===== config.mk =====
export PLATFORM = sky130hd
export DESIGN_NAME = startup_seq
export DESIGN_NICKNAME = d
export VERILOG_FILES = /design/src/rtl/startup_seq_pkg.sv /design/src/rtl/startup_ramp.sv /design/src/rtl/startup_fsm.sv /design/src/rtl/startup_seq.sv
export SDC_FILE = /design/constraint.sdc
export NUM_CORES = 1
export LEC_CHECK = 0
export BUFFER_PORTS_ARGS = -buffer_cell sky130_fd_sc_hd__buf_4
export CORE_MARGIN = 2
export CORE_UTILIZATION = 39
export DETAILED_ROUTE_END_ITERATION = 10
export GPL_ROUTABILITY_DRIVEN = 1
export PLACE_DENSITY_LB_ADDON = 0.12
export SLEW_MARGIN = 20
export SYNTH_ARGS = -nofsm -noshare
export SYNTH_HDL_FRONTEND = slang
export SYNTH_HIERARCHICAL = 1
export SYNTH_SLANG_ARGS = --single-unit
export TNS_END_PERCENT = 100

===== constraint.sdc =====
create_clock -name clk -period 2.4 [get_ports clk]
set_input_delay 0.36 -clock clk [delete_from_list [all_inputs] [get_ports clk]]
set_output_delay 0.36 -clock clk [all_outputs]
set_load 0.03 [all_outputs]

===== src/rtl/startup_seq_pkg.sv =====
package startup_seq_pkg;

    typedef enum logic [4:0] {
        ST_OFF          = 5'b00001,
        ST_CHARGE       = 5'b00010,
        ST_SOFTSTART    = 5'b00100,
        ST_RUN          = 5'b01000,
        ST_WAIT_RESTART = 5'b10000
    } seq_state_t;

endpackage


===== src/rtl/startup_ramp.sv =====
module startup_ramp #(
    parameter int CODE_W    = 6,
    parameter int STEP_CLKS = 13492
) (
    input  logic              clk,
    input  logic              rst_n,
    input  logic              active,
    output logic [CODE_W-1:0] code,
    output logic              done
);
    localparam int CNT_W = (STEP_CLKS > 1) ? $clog2(STEP_CLKS) : 1;
    localparam logic [CNT_W-1:0]  CNT_LAST = CNT_W'(STEP_CLKS - 1);
    localparam logic [CODE_W-1:0] CODE_MAX = {CODE_W{1'b1}};

    logic [CNT_W-1:0] presc;

    always_ff @(posedge clk or negedge rst_n) begin
        if (!rst_n) begin
            presc <= '0;
            code  <= '0;
        end else if (!active) begin
            presc <= '0;
            code  <= '0;
        end else if (code != CODE_MAX) begin
            if (presc == CNT_LAST) begin
                presc <= '0;
                code  <= code + 1'b1;
            end else begin
                presc <= presc + 1'b1;
            end
        end
    end

    assign done = (code == CODE_MAX);

    AST_RAMP_STEP_ONE: assert property (@(posedge clk) disable iff (!rst_n)
        (active && $past(active)) |-> (code == $past(code) || code == $past(code) + 1'b1));

    AST_RAMP_HOLD_MAX: assert property (@(posedge clk) disable iff (!rst_n)
        (active && done) |=> (active ? done : 1'b1));

endmodule


===== src/rtl/startup_fsm.sv =====
module startup_fsm
    import startup_seq_pkg::*;
(
    input  logic       clk,
    input  logic       rst_n,
    input  logic       vin_ok,
    input  logic       vdd_on,
    input  logic       vdd_uvlo,
    input  logic       vdd_rst,
    input  logic       fault_req,
    input  logic       ramp_done,
    output seq_state_t state,
    output logic       fault_flag
);
    seq_state_t nxt;
    logic       nxt_flag;

    always_comb begin
        nxt      = state;
        nxt_flag = fault_flag;
        unique case (state)
            ST_OFF: begin
                nxt_flag = 1'b0;
                if (vin_ok) nxt = ST_CHARGE;
            end
            ST_CHARGE: begin
                if (!vin_ok) begin
                    nxt      = ST_OFF;
                    nxt_flag = 1'b0;
                end else if (vdd_on) begin
                    nxt      = ST_SOFTSTART;
                    nxt_flag = 1'b0;
                end
            end
            ST_SOFTSTART, ST_RUN: begin
                if (vdd_uvlo && !vin_ok) begin
                    nxt      = ST_OFF;
                    nxt_flag = 1'b0;
                end else if (fault_req) begin
                    nxt      = ST_WAIT_RESTART;
                    nxt_flag = 1'b1;
                end else if (vdd_uvlo) begin
                    nxt      = ST_WAIT_RESTART;
                end else if (state == ST_SOFTSTART && ramp_done) begin
                    nxt      = ST_RUN;
                end
            end
            ST_WAIT_RESTART: begin
                if (vdd_rst) begin
                    if (vin_ok) begin
                        nxt = ST_CHARGE;
                    end else begin
                        nxt      = ST_OFF;
                        nxt_flag = 1'b0;
                    end
                end
            end
            default: begin
                nxt      = ST_OFF;
                nxt_flag = 1'b0;
            end
        endcase
    end

    always_ff @(posedge clk or negedge rst_n) begin
        if (!rst_n) begin
            state      <= ST_OFF;
            fault_flag <= 1'b0;
        end else begin
            state      <= nxt;
            fault_flag <= nxt_flag;
        end
    end

    AST_STATE_ONEHOT: assert property (@(posedge clk) disable iff (!rst_n)
        $onehot(state));

    AST_WAIT_HOLDS: assert property (@(posedge clk) disable iff (!rst_n)
        (state == ST_WAIT_RESTART && !vdd_rst) |=> state == ST_WAIT_RESTART);

    AST_FLAG_CLEAR_SS: assert property (@(posedge clk) disable iff (!rst_n)
        (state == ST_SOFTSTART && $past(state) == ST_CHARGE) |-> !fault_flag);

endmodule


===== src/rtl/startup_seq.sv =====
module startup_seq
    import startup_seq_pkg::*;
#(
    parameter int CODE_W    = 6,
    parameter int STEP_CLKS = 13492
) (
    input  logic              clk,
    input  logic              rst_n,
    input  logic              vin_ok,
    input  logic              vdd_on,
    input  logic              vdd_uvlo,
    input  logic              vdd_rst,
    input  logic              fault_req,
    output logic              chg_en,
    output logic              chg_low,
    output logic              sw_en,
    output logic [CODE_W-1:0] ilim_code
);
    localparam logic [CODE_W-1:0] CODE_MAX = {CODE_W{1'b1}};

    seq_state_t        state;
    logic              fault_flag;
    logic              ramp_done;
    logic [CODE_W-1:0] ramp_code;

    startup_fsm u_fsm (
        .clk       (clk),
        .rst_n     (rst_n),
        .vin_ok    (vin_ok),
        .vdd_on    (vdd_on),
        .vdd_uvlo  (vdd_uvlo),
        .vdd_rst   (vdd_rst),
        .fault_req (fault_req),
        .ramp_done (ramp_done),
        .state     (state),
        .fault_flag(fault_flag)
    );

    startup_ramp #(
        .CODE_W   (CODE_W),
        .STEP_CLKS(STEP_CLKS)
    ) u_ramp (
        .clk   (clk),
        .rst_n (rst_n),
        .active(state == ST_SOFTSTART),
        .code  (ramp_code),
        .done  (ramp_done)
    );

    always_comb begin
        chg_en    = 1'b0;
        chg_low   = 1'b0;
        sw_en     = 1'b0;
        ilim_code = '0;
        unique case (state)
            ST_OFF, ST_WAIT_RESTART: ;
            ST_CHARGE: begin
                chg_en  = 1'b1;
                chg_low = fault_flag;
            end
            ST_SOFTSTART: begin
                sw_en     = 1'b1;
                ilim_code = ramp_code;
            end
            ST_RUN: begin
                sw_en     = 1'b1;
                ilim_code = CODE_MAX;
            end
            default: ;
        endcase
    end

    AST_NO_CHG_WHILE_SW: assert property (@(posedge clk) disable iff (!rst_n)
        !(chg_en && sw_en));

    AST_CHG_DROP_NO_VIN: assert property (@(posedge clk) disable iff (!rst_n)
        (chg_en && !vin_ok) |=> !chg_en);

    AST_SW_STOP_UVLO: assert property (@(posedge clk) disable iff (!rst_n)
        (sw_en && vdd_uvlo) |=> !sw_en);

    AST_RAMP_FROM_ZERO: assert property (@(posedge clk) disable iff (!rst_n)
        $rose(sw_en) |-> ilim_code == '0);

    AST_LOW_ONLY_CHARGING: assert property (@(posedge clk) disable iff (!rst_n)
        chg_low |-> chg_en);

    AST_CODE_IDLE_ZERO: assert property (@(posedge clk) disable iff (!rst_n)
        !sw_en |-> ilim_code == '0);

endmodule


Word-level counts from Yosys, hierarchy flattened --
Cells that the tools add are included.
Word-level totals: register bits after elaboration 26, latch bits 0, RAM bits 0, ROM bits 0, input bits 7, output and inout bits 9, logic and storage cells 56, memories 0
Operators by class: add/sub/neg operators 2, multipliers 0, divide/modulo/power cells 0, $lt $le $gt $ge 0, eq/ne operators 16, shift-type cells 0, muxes and demuxes 27, bitwise logic cells 0, reductions and logical operators 7
Operators with widths (number):
- 14-bit two-way mux | 3
- 5-bit two-way mux | 8
- 5-bit one-hot mux with 4 select lines | 1
- 6-bit two-way mux | 3
- 14-bit by 1-bit adder with 14-bit output (second input constant) | 1
- 14-bit == test (second input constant) | 1
- 6-bit one-hot mux with 2 select lines | 1
- 2-bit != test (second input constant) | 5
- 1-bit two-way mux | 9
- 4-bit AND reduction | 2
- 6-bit by 1-bit adder with 6-bit output (second input constant) | 1
- 6-bit == test (second input constant) | 1
- 6-bit != test (second input constant) | 1
- 5-bit by 1-bit == test with 1-bit output (second input constant) | 1
- 5-bit by 2-bit == test with 1-bit output (second input constant) | 1
- 5-bit by 3-bit == test with 1-bit output (second input constant) | 1
- 5-bit by 4-bit == test with 1-bit output (second input constant) | 1
- 5-bit == test (second input constant) | 1
- 5-bit by 1-bit != test with 1-bit output (second input constant) | 1
- 3-bit by 1-bit != test with 1-bit output (second input constant) | 1
- 3-bit != test (second input constant) | 1
- 1-bit one-hot mux with 3 select lines | 1
- 1-bit logical AND | 2
- 2-bit two-way mux | 1
- other kinds (3) | 3

Depth between registers and ports, before layout --
Gate-level depths: netlist (run 1).
word-level depth 7, gate-level depth with buffers 8, depth with buffers taken out 8

By module --
Netlist (run 1), hierarchy kept.
By module, submodules not included:
- startup_ramp | instances 1, cells each 128, area an instance 1228.7 um^2, seq. area each 500.5 um^2
- startup_fsm | instances 1, cells each 54, area an instance 500.5 um^2, seq. area each 151.4 um^2
- startup_seq | instances 1, cells each 23, area an instance 177.7 um^2, seq. area each 0.0 um^2

Least setup slack after synthesis (run 1) --
Ideal clock, no wire load.
path type register to register, start point register u_fsm.state[3], end point register u_fsm.state[3], library setup time 0.125 ns, arrival 1.928 ns, required time 2.275 ns, path slack 0.347 ns, stages on the path, launching flop included 6, buffers on the path 1, period minus slack after synthesis 2.053 ns, cell sequence dfrtp_1 > clkbuf_1 > or4_4 > or3_4 > nand4_4 > mux2_4
On the way: cells in the longest elaborated chain, start to end 4, elaborated cells on any way between the ends 13, those cells by class eq/ne (9); mux (1); reduce/logical (3)
RTL lines:
- from (decl) | line startup_fsm.sv:12 | output seq_state_t state,
- from (signal assigned) | line startup_fsm.sv:70 | state <= nxt;
- 5-bit by 4-bit == test with 1-bit output or 5-bit by 3-bit == test with 1-bit output (tied branches) | line startup_fsm.sv:21, startup_fsm.sv:44
- 2-bit OR reduction (no line) or 1-bit logical AND (tied branches)
- 5-bit by 1-bit != test with 1-bit output (no line)
- 4-bit AND reduction (no line)
Several ways; a longest one is shown, not always the timed one. A chain may end at the register's enable or synchronous reset.

Worst setup path in the final report (run 1) --
start point register u_ramp.code[0], end point register u_fsm.state[3]
On the way: cells in the longest elaborated chain, start to end 4
RTL lines:
- from (decl) | line startup_ramp.sv:8 | output logic [CODE_W-1:0] code,
- from (signal assigned) | line startup_ramp.sv:27 | code <= code + 1'b1;
- 6-bit == test | line startup_ramp.sv:34 | assign done = (code == CODE_MAX);
- net ramp_done | line startup_seq.sv:23 | logic ramp_done;
- 1-bit logical AND | line startup_fsm.sv:44 | end else if (state == ST_SOFTSTART && ramp_done) begin
- 5-bit by 1-bit != test with 1-bit output (no line)
- 4-bit AND reduction (no line)
The timed path passes the listed nets, and every way through them passes these cells.

==> results of run 1 <==
-- final cells by class --
class	count	area, um2
multi-input combinational	162	1150
timing repair buffer	23	175
clock buffer	3	41.3
inverter	5	18.8
tap	67	83.8
fill	463	2570
clock inverter	1	30.0
sequential	26	652
-- state kept, by name (all words and copies together) (netlist names) --
register and flops:
u_ramp/code 6, u_ramp/presc 14, u_fsm/fault_flag 1, u_fsm/state 5
-- power breakdown --
group / switching [mW] / internal [mW]
combinational: 0.253 / 0.210
sequential: 0.0513 / 0.472
clock: 0.145 / 0.223
-- per-stage QoR --
stage	hold WS, ps	cells	total power, mW	area [um2]
2_1_floorplan	64.4	205	0.889	1910
3_3_place_gp	293	282	0.981	2070
3_5_place_dp	299	282	0.988	2070
4_1_cts	372	287	1.37	2150
5_1_grt	373	287	1.45	2150
6_report	382	287	1.35	2150
-- worst max-delay path, stage by stage (launching register included) --
cell and delay (ps):
dfrtp_1 410, ha_1 230, and3_1 220, nand3_2 180, inv_2 180, nor3b_1 70
o211ai_1 240, nand4_4 180, mux2_4 330
-- layer usage --
layer | wire, um | share of wire
met5 | 0 | 0
met4 | 32 | 0.0072
met3 | 256 | 0.058
met2 | 2100 | 0.47
met1 | 2060 | 0.46
-- layout by cell type, fill, tap and decap left out, types with 3 or more instances in the layout --
cell type	n
and4_1	6
nand2_1	17
buf_4	22
nor2_1	9
dfrtp_1	25
xor2_1	3
o311ai_1	3
inv_1	3
o21ai_0	6
nand4_1	8
o311ai_0	3
clkbuf_8	3
a21oi_1	9
nor3_1	5
nand3b_1	7
a21oi_2	8
nand3_1	13
mux2i_1	3
or3_4	3
nand2b_1	4
and3_1	7
-- logic make-up (layout without fill, tap and decap cells) --
logic type | Yosys count | after routing
simple gates | 106 | 106
compound gates | 46 | 46
xor+xnor | 3 | 3
flops | 26 | 26
buf+inv | 17 | 32
fa+ha+maj | 2 | 2
mux | 5 | 5
-- path summary, 6_finish.rpt --
check / startpoint / to / slack (ps) / cells past startpoint
worst max-delay path: u_ramp/code[0] / u_fsm/state[3] / 260 / 8
worst min-delay path: vdd_on / u_fsm/state[1] / 380 / 3
worst max register to register: u_ramp/code[0] / u_fsm/state[3] / 260 / 8
worst min register to register: u_fsm/fault_flag / u_fsm/fault_flag / 570 / 2
max in group asynchronous: rst_n / u_fsm/state[0] / 1570 / 2
min in group asynchronous: rst_n / u_ramp/presc[8] / 530 / 2
-- repair_timing --
action                                  CTS  global route
endpoints found under the setup margin    0             0
buffers inserted                          0             0
hold buffers                              1             0
endpoints found under the hold margin    25             0
==> impl_metrics.csv, run 1 <==
group,metric,value,unit
synth,ys_async_sr_fraction,1.00,
grt,grt_pass1_wl,7.72,mm
die,fp.dieH,73.9,um
timing,hold_viol_final,0,
drt,vias,1675,
timing,slew_violations,0,
grt,antenna_found_initial,0,
synth,synth_enable_flop_cells,0,
synth,synth_common_cells,"25 x dfrtp_1, 17 x nand2_1, 13 x nand3_1",
worst_setup_path,required,2570,ps
synth,yosys.area_share.simple,0.370,
synth,synth.area.top_cells,"dfrtp_1 33%, a21oi_2 3.7%, nand3_1 3.4%",
worst_setup_path,crit_path_end_kind,"register",
power_and_ir_drop,p_leak,0.870,nW
drt,drcViolationCount,0,
clock_tree,htree_levels,1,
timing,fin_setup_tns,0,ps
layout,layout-drive-gt1-share,0.259,
die,rows,25,
synth,ys_seq_elements,26,
synth,yosysWarnings,6,
grt,grt_pass1_vias,1594,
worst_setup_path,critPathKind,"register to register",
synth,syn_inst,205,
synth,synth.lib_cells_used.distinct,61,
timing,setup_viol,0,
synth,synth.area.mux_share,0.0315,
grt,busiest_layer,"met2",
timing,rsz0062_at_grt,"false",
synth,synth_top_family_by_area,"simple AND/OR/NAND/NOR gates",
synth,yosysSeqAreaShare,0.342,
grt,grt_max_degree,27,
clock_tree,clk_pin_slew_worst_paths,90,ps
worst_setup_path,path_max_fanout,10,
layout,layout.core_utilization,0.455,
layout,area_growth,12.8,%
synth,synthFlopType,"dfrtp_1",
layout,n_antenna_cell,0,
placement,io_buffers,15,
grt,grt.total_usage,0.181,
clock_tree,cts_made_buffers,3,
synth,synth.top_cell.area_share,0.328,
grt,gr-usage-met2,0.302,
timing,max-slew-margin-rel,0.731,
synth,postSynthNetCount,214,
drt,firstDrtPassIters,4,
die,coreArea,4720,um2
placement,pre_cts_ws,246,ps
die,ios,16,
timing,worstMarginPinSlew,400,ps
synth,avgSynthCellArea,9.30,um2
die,initial_core_util,0.404,
clock_tree,clk_latency,280,ps
drt,finalWirelength,4.45,mm
outcome,status,"completed",
die,die_w,73.9,um
synth,yosysMostFrequentCell,"dfrtp_1",
placement,dpl.hpwl,3.20,mm
power_and_ir_drop,vdd_drop_max,0.000409,V
timing,period_share,0.890,
synth,synth-adder-area-share,0.0131,
clock_tree,root_buffer,"clkbuf_8",
clock_tree,numClockSinks,26,
grt,grt.met3_usage,0.0343,
drt,drt_iter0_drc,90,
grt,grt-ovfl-total,0,
die,dieArea,5460,um2
grt,met1_usage,0.247,
min_path,hold_class,"primary input to register",
drt,viasPerCell,5.84,
layout,finish.net_count,230,
clock_tree,post_cts_resized,0,
timing,fmax,0.468,GHz
synth,synth_compound_area_frac,0.175,
clock_tree,cts_tree,"built",
drt,ant_nets,0,
timing,finalWorstSetupSlack,265,ps
drt,wire_per_inst,15.5,um
timing,period_minus_slack,2140,ps
placement,gp_congestion,0.882,
synth,synth_xor_area_frac,0.0138,
run,timing.max_cap.violations,0,
power_and_ir_drop,p_per_area,630,nW/um2
timing,finClkSkew,4.32,ps
worst_setup_path,cp-start-kind,"register",
worst_setup_path,worst_ep_arrival_time,2300,ps
synth,syn_area,1910,um2
synth,yosysTopAreaCell,"dfrtp_1",
clock_tree,clockBufferDepth,2,
(Power assumes the default switching activity.)
==> run 2, diff against run 1 <==
- ABC_AREA: unset -> 1
==> run 2 against run 1 <==
Cell count is 17% higher. Flip-flop and latch count stayed put. Worst hold slack better by 18 ps.
==> impl_metrics.csv, run 2 <==
group,metric,value,unit
synth,postSynthNetCount,272,
timing,period_share,0.852,
die,ios,16,
power_and_ir_drop,vdd_drop_max,0.000195,V
power_and_ir_drop,swShare,0.398,
outcome,status,"completed",
drt,vias,1626,
power_and_ir_drop,seqPwrFrac,0.437,
layout,ff_latch_area,652,um2
timing,setup_viol,0,
timing,period_minus_slack,2050,ps
worst_setup_path,path_max_fanout,22,
placement,io_buffers,15,
die,die_w,73.4,um
clock_tree,post-cts-setup-buffers,0,
grt,grt_pass1_wl,6.69,mm
worst_setup_path,cpPeakStageDelay,480,ps
timing,fin_setup_tns,0,ps
synth,syn_inst,263,
grt,grt-ovfl-total,0,
power_and_ir_drop,p_comb_frac,0.347,
worst_setup_path,path_buf_inv,2,
clock_tree,numClockSinks,26,
worst_setup_path,crit_chain,"inv_1 > nor2_4 > nand2_2 > nor2_1 > nand3_4 > nand2_4 > inv_1 > nand2_1 > nand2_1",
worst_setup_path,crit_path_end_kind,"register",
grt,grt_pass1_vias,1460,
grt,grt.total_usage,0.158,
timing,fmax,0.489,GHz
timing,hold_viol_final,0,
timing,max-slew-margin-rel,0.749,
drt,finalWirelength,3.93,mm
synth,syn_area,1880,um2
power_and_ir_drop,switchingPower,0.482,mW
clock_tree,cts_made_buffers,3,
layout,layout-drive-gt1-share,0.217,
drt,wire_per_inst,11.7,um
drt,ant_nets,0,
die,rows,25,
grt,grt_max_degree,27,
power_and_ir_drop,p_leak,1.03,nW
synth,yosysSeqAreaShare,0.347,
worst_setup_path,critPathKind,"register to register",
power_and_ir_drop,p_per_area,581,nW/um2
layout,final_common_cell,"nand2_1",
synth,synth_enable_flop_cells,0,
clock_tree,clockBufferDepth,2,
layout,multi_input_area,1060,um2
synth,yosysMostFrequentCell,"nand2_1",
worst_setup_path,worst_ep_arrival_time,2220,ps
layout,layout.cells.most_common_list,"75 x nand2_1, 39 x nor2_1, 31 x inv_1, 25 x dfrtp_1",
layout,finish.net_count,291,
layout,area_growth,11.3,%
power_and_ir_drop,power.internal,0.730,mW
clock_tree,root_buffer,"clkbuf_8",
synth,synth.lib_cells_used.distinct,25,
power_and_ir_drop,p_total,1.21,mW
die,dieArea,5380,um2
layout,n_antenna_cell,0,
synth,synth.top_cell.area_share,0.333,
power_and_ir_drop,p_clk_frac,0.216,
synth,yosysTopAreaCell,"dfrtp_1",
synth,avgSynthCellArea,7.14,um2
layout,top_register,"u_ramp/presc",
clock_tree,cts_tree,"built",
drt,firstDrtPassIters,4,
drt,drt_iter0_drc,104,
timing,finClkSkew,4.26,ps
timing,worstMarginPinSlew,375,ps
timing,slew_violations,0,
drt,viasPerCell,4.85,
die,initial_core_util,0.400,
clock_tree,htree_levels,1,
clock_tree,clk_latency,270,ps
worst_setup_path,cp_slowest_cell,"dfrtp_1",
synth,synth.area.top_cells,"dfrtp_1 33%, nand2_1 15%, nor2_1 7.8%",
timing,rsz0062_at_grt,"false",
synth,yosysWarnings,6,
worst_setup_path,worst_path_dominant_cell_family,"simple AND/OR/NAND/NOR gates",
worst_setup_path,cp-start-kind,"register",
layout,largestRegisters,"u_ramp/presc: 14 flops, u_ramp/code: 6 flops, u_fsm/state: 5 flops",
clock_tree,clk_pin_slew_worst_paths,90,ps
synth,ys_seq_elements,26,
grt,antenna_found_initial,0,
layout,n_fill_cell,494,
run,timing.max_cap.violations,0,
synth,synth_common_cells,"75 x nand2_1, 39 x nor2_1, 31 x inv_1",
min_path,hold_class,"primary input to register",
placement,placed_area,2030,um2
die,fp.dieH,73.4,um
layout,largest_reg_flops,14,
synth,synthFlopType,"dfrtp_1",
synth,ys_async_sr_fraction,1.00,
layout,fin_area,2090,um2
placement,gp_congestion,0.784,
die,coreArea,4690,um2
worst_setup_path,required,2570,ps
placement,dpl.hpwl,2.90,mm
drt,drcViolationCount,0,
-- run 2: changes by cell type after synthesis, moves of 6 or more --
cell and delta:
and4_1 -6, nand2_1 +58, o21ai_2 +8, a21oi_2 -8, inv_1 +28, and3_1 -7
nor2_2 +6, nand3b_1 -7, nor2_1 +30
-- run 2: metrics by stage --
stage	std cells	setup WS (ps)	hold WS, ps	utilization
2_1_floorplan	263	822	64.4	-
3_3_place_gp	330	415	293	0.433
3_5_place_dp	330	359	296	0.433
4_1_cts	335	334	397	0.445
5_1_grt	335	101	426	0.445
6_report	335	354	401	0.445
-- run 2: what timing repair did --
item,in CTS,in global routing
hold buffers,1,0
hold endpoints to repair,25,0
resized for setup,0,0
-- run 2: power by group through the flow --
stage	registers [mW]	logic [mW]	clock network, mW
final	0.530	0.421	0.261
after global routing	0.538	0.473	0.293
after detailed placement	0.540	0.423	0
after global placement	0.536	0.421	0
after CTS	0.531	0.425	0.279
after floorplan	0.533	0.334	0
-- run 2: per-layer routing --
metal  global-route usage  wire length [um]  up-vias  part of all wire
li1                     -                 -      866                 -
met1                0.219              1990      732              0.51
met2                0.253              1760       26              0.45
met3               0.0412               157        2             0.040
met4               0.0263                19        0            0.0048
met5                    0                 0        -                 0
-- run 2: worst register-to-register path, delay by kind of cell (launching register included) --
kind | cells | cell delay (ps)
buf+inv | 2 | 230
flops | 1 | 480
simple gates | 7 | 1240
-- run 2: worst paths after layout --
check | start | end | slack [ps] | cells after the start
worst max-delay path | u_fsm/state[2] | u_ramp/code[3] | 350 | 9
worst min-delay path | vdd_uvlo | u_fsm/fault_flag | 400 | 4
worst max register to register | u_fsm/state[2] | u_ramp/code[3] | 350 | 9
worst min register to register | u_fsm/fault_flag | u_fsm/fault_flag | 530 | 2
max in group asynchronous | rst_n | u_fsm/state[0] | 1560 | 2
min in group asynchronous | rst_n | u_ramp/presc[10] | 540 | 2
-- run 2: final cells by class --
cell class	count	area share
repair buffers	18	0.0659
multi-input cells	199	0.507
flip-flops and latches	26	0.312
clock buffers	4	0.0216
well taps	54	0.0324
inverters	34	0.0611
-- run 2: cell families (layout without fill, tap and decap cells) --
family / after synthesis / count (layout) / share of synthesized area
flops: 26 / 26 / 0.347
simple gates: 173 / 173 / 0.465
compound gates: 21 / 21 / 0.0720
xor+xnor: 3 / 3 / 0.0140
fa+ha+maj: 2 / 2 / 0.0133
buf+inv: 38 / 56 / 0.0887
==> run 3, diff against run 2 <==
- CELL_PAD_IN_SITES_DETAIL_PLACEMENT: unset -> 1
- CELL_PAD_IN_SITES_GLOBAL_PLACEMENT: unset -> 1
==> run 3 against run 2 <==
Core utilization did not move. Die area stayed put. Register-to-register slack about the same. Clock skew is essentially flat. Sequential share of layout area unchanged. Largest cell class unchanged.
==> impl_metrics.csv, run 3 (synthesis results as in run 2) <==
group,metric,value,unit
outcome,status,"completed",
worst_setup_path,required,2570,ps
layout,multi_input_area,1060,um2
clock_tree,cts_tree,"built",
layout,finish.net_count,291,
grt,grt-ovfl-total,0,
drt,wire_per_inst,12.6,um
worst_setup_path,critPathKind,"register to register",
drt,finalWirelength,4.23,mm
layout,largestRegisters,"u_ramp/presc: 14 flops, u_ramp/code: 6 flops, u_fsm/state: 5 flops",
clock_tree,clockBufferDepth,2,
layout,largest_reg_flops,14,
worst_setup_path,cp-start-kind,"register",
clock_tree,clk_pin_slew_worst_paths,90,ps
worst_setup_path,timing.rr.start,"u_fsm/state[2]",
timing,period_share,0.851,
timing,setup_viol,0,
grt,antenna_found_initial,0,
drt,ant_nets,0,
min_path,hold_class,"primary input to register",
worst_setup_path,startpoint,"u_fsm/state[2]",
min_path,min-delay-start,"vdd_uvlo",
timing,finClkSkew,3.83,ps
timing,hold_viol_final,0,
layout,area_growth,11.3,%
run,timing.max_cap.violations,0,
min_path,whs_endpoint,"u_fsm/fault_flag",
grt,grt_max_degree,27,
clock_tree,cts_made_buffers,3,
layout,final_common_cell,"nand2_1",
clock_tree,numClockSinks,26,
placement,io_buffers,15,
timing,worstMarginPinSlew,378,ps
die,coreArea,4690,um2
clock_tree,root_buffer,"clkbuf_8",
die,initial_core_util,0.400,
die,rows,25,
power_and_ir_drop,p_per_area,576,nW/um2
worst_setup_path,crit_path_end_kind,"register",
power_and_ir_drop,vdd_drop_max,0.000185,V
layout,top_register,"u_ramp/presc",
power_and_ir_drop,p_total,1.20,mW
drt,viasPerCell,5.08,
drt,vias,1701,
timing,rsz0062_at_grt,"false",
clock_tree,clk_latency,270,ps
layout,layout.core_utilization,0.445,
die,ios,16,
timing,fmax,0.489,GHz
worst_setup_path,reg2reg_to,"u_ramp/code[3]",
grt,grt_pass1_wl,7.70,mm
worst_setup_path,path_max_fanout,22,
die,dieArea,5380,um2
grt,grt_pass1_vias,1717,
drt,firstDrtPassIters,4,
layout,n_fill_cell,630,
worst_setup_path,cp_slowest_cell,"dfrtp_1",
grt,grt.total_usage,0.180,
layout,n_antenna_cell,0,
min_path,whs_path_depth,4,
worst_setup_path,cpPeakStageDelay,470,ps
clock_tree,htree_levels,1,
drt,drt_iter0_drc,64,
worst_setup_path,worstRegToRegCells,9,
worst_setup_path,crit_chain,"inv_1 > nor2_4 > nand2_2 > nor2_1 > nand3_4 > nand2_4 > inv_1 > nand2_1 > nand2_1",
placement,dpl.hpwl,3.32,mm
die,die_w,73.4,um
timing,max-slew-margin-rel,0.747,
timing,slew_violations,0,
layout,layout-drive-gt1-share,0.217,
timing,period_minus_slack,2040,ps
power_and_ir_drop,p_leak,1.03,nW
layout,ff_latch_area,652,um2
placement,gp_congestion,0.787,
die,fp.dieH,73.4,um
timing,fin_setup_tns,0,ps
clock_tree,post_cts_resized,0,
drt,drcViolationCount,0,
worst_setup_path,worst_ep_arrival_time,2210,ps
worst_setup_path,rrSetupSlack,360,ps
layout,layout.cells.most_common_list,"75 x nand2_1, 39 x nor2_1, 31 x inv_1, 25 x dfrtp_1",
==> run 3: cell counts in the layout (fill, tap and decap cells not counted) <==
No cell type changed its count.
==> run 3: worst max-delay path by stage <==
stage	to	cells past startpoint
5_1_grt	u_ramp/code[3]	9
3_5_place_dp	u_ramp/code[3]	9
4_1_cts	u_ramp/code[3]	9
2_1_floorplan	u_ramp/presc[6]	11
3_3_place_gp	u_ramp/code[3]	9
6_report	u_ramp/code[3]	9
==> run 3: repair_timing <==
action                    CTS  global route
hold buffers                1             0
hold endpoints to repair   13             0
buffers inserted            0             0
==> run 3: worst max-delay path, delay by kind of cell, from the launching register on <==
kind,cells,cell delay (ps)
buffers and inverters,2,230
and+or+nand+nor,7,1240
DFF,1,470
==> run 3: metrics by stage <==
step / hold WS, ps / cells / cell area, um2 / setup WS [ps]
floorplan: 64.4 / 263 / 1880 / 822
global placement: 301 / 330 / 2030 / 418
detailed placement: 298 / 330 / 2030 / 339
CTS: 410 / 335 / 2090 / 314
global route: 454 / 335 / 2090 / 84.0
finish: 417 / 335 / 2090 / 357
==> run 3: routing by layer <==
layer / track usage / share of wire / up-vias
met1: 0.238 / 0.47 / 814
li1: - / - / 871
met2: 0.315 / 0.50 / 14
met3: 0.0165 / 0.015 / 2
met4: 0.0485 / 0.0061 / 0
met5: 0 / 0 / -
==> run 3: area by class of cell <==
type / count / area share
multi-input cells: 199 / 0.507
well taps: 54 / 0.0324
inverters: 34 / 0.0611
flip-flops and latches: 26 / 0.312
repair buffers: 18 / 0.0659
clock buffers: 4 / 0.0216
==> run 3: where the power goes <==
group / switching (mW) / leakage, nW / internal (mW)
Sequential: 0.0555 / 0.358 / 0.474
Clock: 0.133 / 0.0228 / 0.119
Combinational: 0.284 / 0.650 / 0.137
Total: 0.473 / 1.03 / 0.730
